[src/rtl/flash_cmd_decoder.sv]
module flash_cmd_decoder #(
  parameter int ADDR_W = 21,
  parameter int SECT_W = 5
) (
  input  logic              clk,
  input  logic              rst_n,
  input  logic              wr_en,
  input  logic [ADDR_W-1:0] wr_addr,
  input  logic [7:0]        wr_data,
  input  logic              word_mode,
  input  logic              id_sel,
  output logic              req_valid,
  output logic [3:0]        req_op,
  output logic [SECT_W-1:0] req_sector,
  output logic              wide_q,
  output logic [1:0]        read_mode,
  output logic [15:0]       id_data
);

  localparam logic [3:0] OP_NONE = 4'd0,  OP_RA   = 4'd1,  OP_ID  = 4'd2,
                         OP_PROG = 4'd3,  OP_CHIP = 4'd4,  OP_SECT = 4'd5,
                         OP_SUSP = 4'd6,  OP_RES  = 4'd7,  OP_SR  = 4'd8,
                         OP_CLR  = 4'd9,  OP_PROT = 4'd10, OP_UNP = 4'd11,
                         OP_ABT  = 4'd12;
  localparam logic [1:0] M_ARR = 2'd0, M_ID = 2'd1, M_STAT = 2'd2;

  typedef enum logic [3:0] {
    S_IDLE, S_U1, S_CMD, S_EU1, S_EU2, S_EFIN, S_PU1, S_PU2, S_PFIN
  } step_t;

  step_t st, st_n;
  logic [3:0] op_n;
  logic [SECT_W-1:0] sect_n;

  wire hit5 = wr_addr[15:0] == 16'h5555;
  wire hit2 = wr_addr[15:0] == 16'h2AAA;
  wire [SECT_W-1:0] sect_a = wr_addr[ADDR_W-1 -: SECT_W];

  always_comb begin
    st_n   = st;
    op_n   = OP_NONE;
    sect_n = '0;
    if (wr_en) begin
      st_n = S_IDLE;
      case (st)
        S_IDLE: if (hit5 && wr_data == 8'hAA) st_n = S_U1;
        S_U1:   if (hit2 && wr_data == 8'h55) st_n = S_CMD;
        S_CMD:
          if (hit5) begin
            case (wr_data)
              8'hF0: op_n = OP_RA;
              8'h90: op_n = OP_ID;
              8'hA0: op_n = OP_PROG;
              8'hB0: op_n = OP_SUSP;
              8'hD0: op_n = OP_RES;
              8'h70: op_n = OP_SR;
              8'h50: op_n = OP_CLR;
              8'hE0: op_n = OP_ABT;
              8'h80: st_n = S_EU1;
              8'h60: st_n = S_PU1;
              default: ;
            endcase
          end
        S_EU1:  if (hit5 && wr_data == 8'hAA) st_n = S_EU2;
        S_EU2:  if (hit2 && wr_data == 8'h55) st_n = S_EFIN;
        S_EFIN:
          if (wr_data == 8'h30) begin
            op_n   = OP_SECT;
            sect_n = sect_a;
          end else if (hit5 && wr_data == 8'h10) begin
            op_n = OP_CHIP;
          end
        S_PU1:  if (hit5 && wr_data == 8'hAA) st_n = S_PU2;
        S_PU2:  if (hit2 && wr_data == 8'h55) st_n = S_PFIN;
        S_PFIN:
          if (wr_data == 8'h20 || wr_data == 8'h40) begin
            op_n   = (wr_data == 8'h20) ? OP_PROT : OP_UNP;
            sect_n = sect_a;
          end
        default: ;
      endcase
    end
  end

  always_ff @(posedge clk) begin
    if (!rst_n) begin
      st         <= S_IDLE;
      req_valid  <= 1'b0;
      req_op     <= OP_NONE;
      req_sector <= '0;
      wide_q     <= 1'b0;
      read_mode  <= M_ARR;
    end else begin
      st         <= st_n;
      req_valid  <= op_n != OP_NONE;
      req_op     <= op_n;
      req_sector <= sect_n;
      if (wr_en && st == S_CMD) wide_q <= word_mode;
      if (op_n != OP_NONE)
        read_mode <= (op_n == OP_RA || op_n == OP_CLR || op_n == OP_ABT) ? M_ARR :
                     (op_n == OP_ID) ? M_ID : M_STAT;
    end
  end

  assign id_data = (read_mode == M_ID) ? {8'h00, id_sel ? 8'hF9 : 8'hC2} : 16'h0000;


  single_pulse_chk: assert property (@(posedge clk) disable iff (!rst_n)
    req_valid |=> !req_valid);

  req_after_write_chk: assert property (@(posedge clk) disable iff (!rst_n)
    req_valid |-> $past(wr_en));

  op_legal_chk: assert property (@(posedge clk) disable iff (!rst_n)
    req_valid |-> (req_op != OP_NONE && req_op <= OP_ABT));

  prog_mode_chk: assert property (@(posedge clk) disable iff (!rst_n)
    (req_valid && req_op == OP_PROG) |-> read_mode == M_STAT);

  wide_hold_chk: assert property (@(posedge clk) disable iff (!rst_n)
    !wr_en |=> $stable(wide_q));

  sector_zero_chk: assert property (@(posedge clk) disable iff (!rst_n)
    (req_valid && (req_op == OP_CHIP || req_op == OP_PROG)) |-> req_sector == '0);

endmodule

[config.mk]
export PLATFORM = sky130hd
export DESIGN_NAME = flash_cmd_decoder
export DESIGN_NICKNAME = d
export VERILOG_FILES = /design/src/rtl/flash_cmd_decoder.sv
export SDC_FILE = /design/constraint.sdc
export NUM_CORES = 1
export LEC_CHECK = 0
export ABC_CLOCK_PERIOD_IN_PS = 2690
export CAP_MARGIN = 0
export CORE_MARGIN = 5
export CORE_UTILIZATION = 50
export DETAILED_ROUTE_END_ITERATION = 6
export DONT_BUFFER_PORTS = 1
export PLACE_DENSITY = 0.68
export SYNTH_ARGS = -nofsm -noshare
export SYNTH_HDL_FRONTEND = slang
export SYNTH_SLANG_ARGS = --single-unit
[constraint.sdc]
create_clock -name clk -period 2.69 [get_ports clk]
set_input_delay 0.1345 -clock clk [delete_from_list [all_inputs] [get_ports clk]]
set_output_delay 0.1345 -clock clk [all_outputs]
set_load 0.02 [all_outputs]
==> results.ini <==
[clocking]
numClockSinks=17
clockBufferDepth=2
cts_tree=done
clk_latency_ns=0.28
clkTransAtPathRegs_ns=0.09
cts_buffers=3
cts-htree-levels=1
cts_root_buf=clkbuf_4

[setup_path]
path_buf_inv=0
path_max_fanout=9
cp_cell_sequence=nor4b_4, nand2_1, nor2_1, a31oi_1, or3b_1, a21oi_1, a211oi_1
arrival_ns=2.50
slowest_delay_ns=0.57
critPathTopFamily=simple AND/OR/NAND/NOR gates
critPathKind=reg2reg
crit_slowest_cell=dfxtp_1
crit_path_end_kind=flip-flop
start_kind=flip-flop
critical_path_required_ns=2.86

[detailed_routing]
wl_um=2920
viasPerCell=5.96
first_iter_violations=31
ant_nets=0
drc=0
drt_first_pass_iters=4
wl_per_cell_um=15.6
vias=1115

[timing]
holdWs_ns=0.00493
slew_viol_final=0
setup_viol=0
worst_pin_slew_ns=0.575
slew_headroom_pct=61.2
finalCritPeriodShare_pct=86.9
tns_ns=0
min_period_ns=2.34
max_freq_mhz=428
rsz0062_at_grt=false
hold_viol_final=0
fin_worst_skew_ns=0.000609

[synthesis]
syn_avg_cell_area_sq_um=8.22
yosysMostFrequentCell=dfxtp_1
synthesis.instances=159
synth-adder-area-share_pct=0
ys_ff_latch=17
synth_common_cells=dfxtp_1, buf_4, nor2_1
yosys.area_share.simple_pct=41.4
synth_edf_count=0
synth-compound-area-share_pct=14.7
synth_top_family_by_area=simple AND/OR/NAND/NOR gates
ys_seq_area_share_pct=26.1
yosysWarnings=0
async_flop_share_pct=0
synth.area.top_cells=dfxtp_1, buf_4, nor4bb_1
synth.top_cell.area_share_pct=26.1
yosysTopAreaCell=dfxtp_1
yosysUniqueCellTypes=42
yosys_most_used_dff=dfxtp_1
syn_area_sq_um=1310
muxShareOfSynthArea_pct=1.63
synthXorXnorAreaFrac_pct=2.01

[floorplanning]
die_h_um=61.1
num_rows=18
io_pins=63
start_util_pct=52.7
dieArea_sq_um=3730
core_sq_um=2480
die_x_um=61.1

[power_and_ir_drop]
p_switching_w=0.0000965
switching_share_pct=22.5
power_w=0.000430
power_leakage_nw=0.452
cellPowerDensity_nw_per_um2=327
sequentialPowerShare_pct=58.5
internal-power_w=0.000333
pwr-share-comb_pct=11.3
vdd_drop_max_mv=0.352
p_clk_share_pct=30.2

[grt]
grt-ovfl-total=0
grt_first_pass_wirelength_um=4440
grt_pass1_vias=1000
grt.total_usage_pct=15.8
grt_max_degree=16
antenna_found_initial=0

[placement]
place_inst=176
port_buffers=0
gp_congestion=0.910
hpwl_um=2330

[status]
outcome=finished clean

[final_layout]
fin_cells=187
fin_util_pct=53.0
drive_above_1_share_pct=7.01
antenna_cells=0
nets=192
syn2layout_area_growth_pct=0.575

[min_path]
hold_class=in2reg

[job]
cap_violations=0

-- state kept, by name (all words and copies together), names as in the netlist --
| name | count |
|---|---|
| req_sector | 5 |
| req_op | 4 |
| st | 4 |
| read_mode | 2 |
| req_valid | 1 |
| wide_q | 1 |
-- kinds of logic (layout without fill, tap and decap cells) --
logic type / count (synthesis) / after routing
other cells: 1 / 9
compound gates: 31 / 31
mux: 2 / 2
buf+inv: 26 / 16
xor+xnor: 3 / 3
simple gates: 79 / 79
flops: 17 / 17
-- layout by cell type (no fill, tap or decap), drive strengths merged, types with 4 or more instances in the layout --
cell          n
o21ai         6
nor4bb        7
clkbuf        4
nor4b         4
nor2b         6
a31oi         6
nand2         9
or3b          4
dlygate4sd3   7
nor3          7
nor2         13
a21oi         9
conb          9
nand3         6
nand4         5
and2          7
dfxtp        17
-- what timing repair did --
item	in CTS	in global routing
buffers inserted	0	0
resized for setup	0	0
hold buffers	7	0
endpoints found under the hold margin	7	0
-- metrics by stage --
| stage | setup slack (ns) | instance area [sq um] |
|---|---|---|
| 2_1_floorplan | 0.739 | 1340 |
| 3_3_place_gp | 0.447 | 1220 |
| 3_5_place_dp | 0.398 | 1220 |
| 4_1_cts | 0.372 | 1310 |
| 5_1_grt | 0.233 | 1310 |
| 6_report | 0.354 | 1310 |
-- power by group through the flow --
| stage | Clock (W) | Sequential, W | Combinational, W |
|---|---|---|---|
| finish | 0.000130 | 0.000251 | 0.0000485 |
| global route | 0.000148 | 0.000252 | 0.0000521 |
| CTS | 0.000134 | 0.000251 | 0.0000481 |
| detailed placement | 0 | 0.000257 | 0.0000400 |
| global placement | 0 | 0.000257 | 0.0000400 |
| floorplan | 0 | 0.000257 | 0.0000581 |
-- layout make-up --
class | count | area (sq um)
Clock buffer | 4 | 26.3
Fill cell | 245 | 1160
Inverter | 3 | 11.3
Multi-Input combinational cell | 124 | 813
Sequential cell | 17 | 340
Tap cell | 30 | 37.5
Timing Repair Buffer | 9 | 85.1
-- metal layers --
layer  vias up  share of wire [%]  track usage (%)
li1        549                  -                -
met1       522                 40             20.0
met2        40                 50             26.1
met3         4                8.2             4.82
met4         0                1.2             4.33
met5         -                  0                0
-- final timing paths --
path | slack (ns) | depth (start not counted) | endpoint | from
setup / recovery | 0.35 | 7 | read_mode[1] | st[1]
hold / removal | 0.005 | 2 | wide_q | word_mode
setup reg to reg | 0.35 | 7 | read_mode[1] | st[1]
hold reg to reg | 0.57 | 2 | wide_q | wide_q
(Power assumes the default switching activity.)
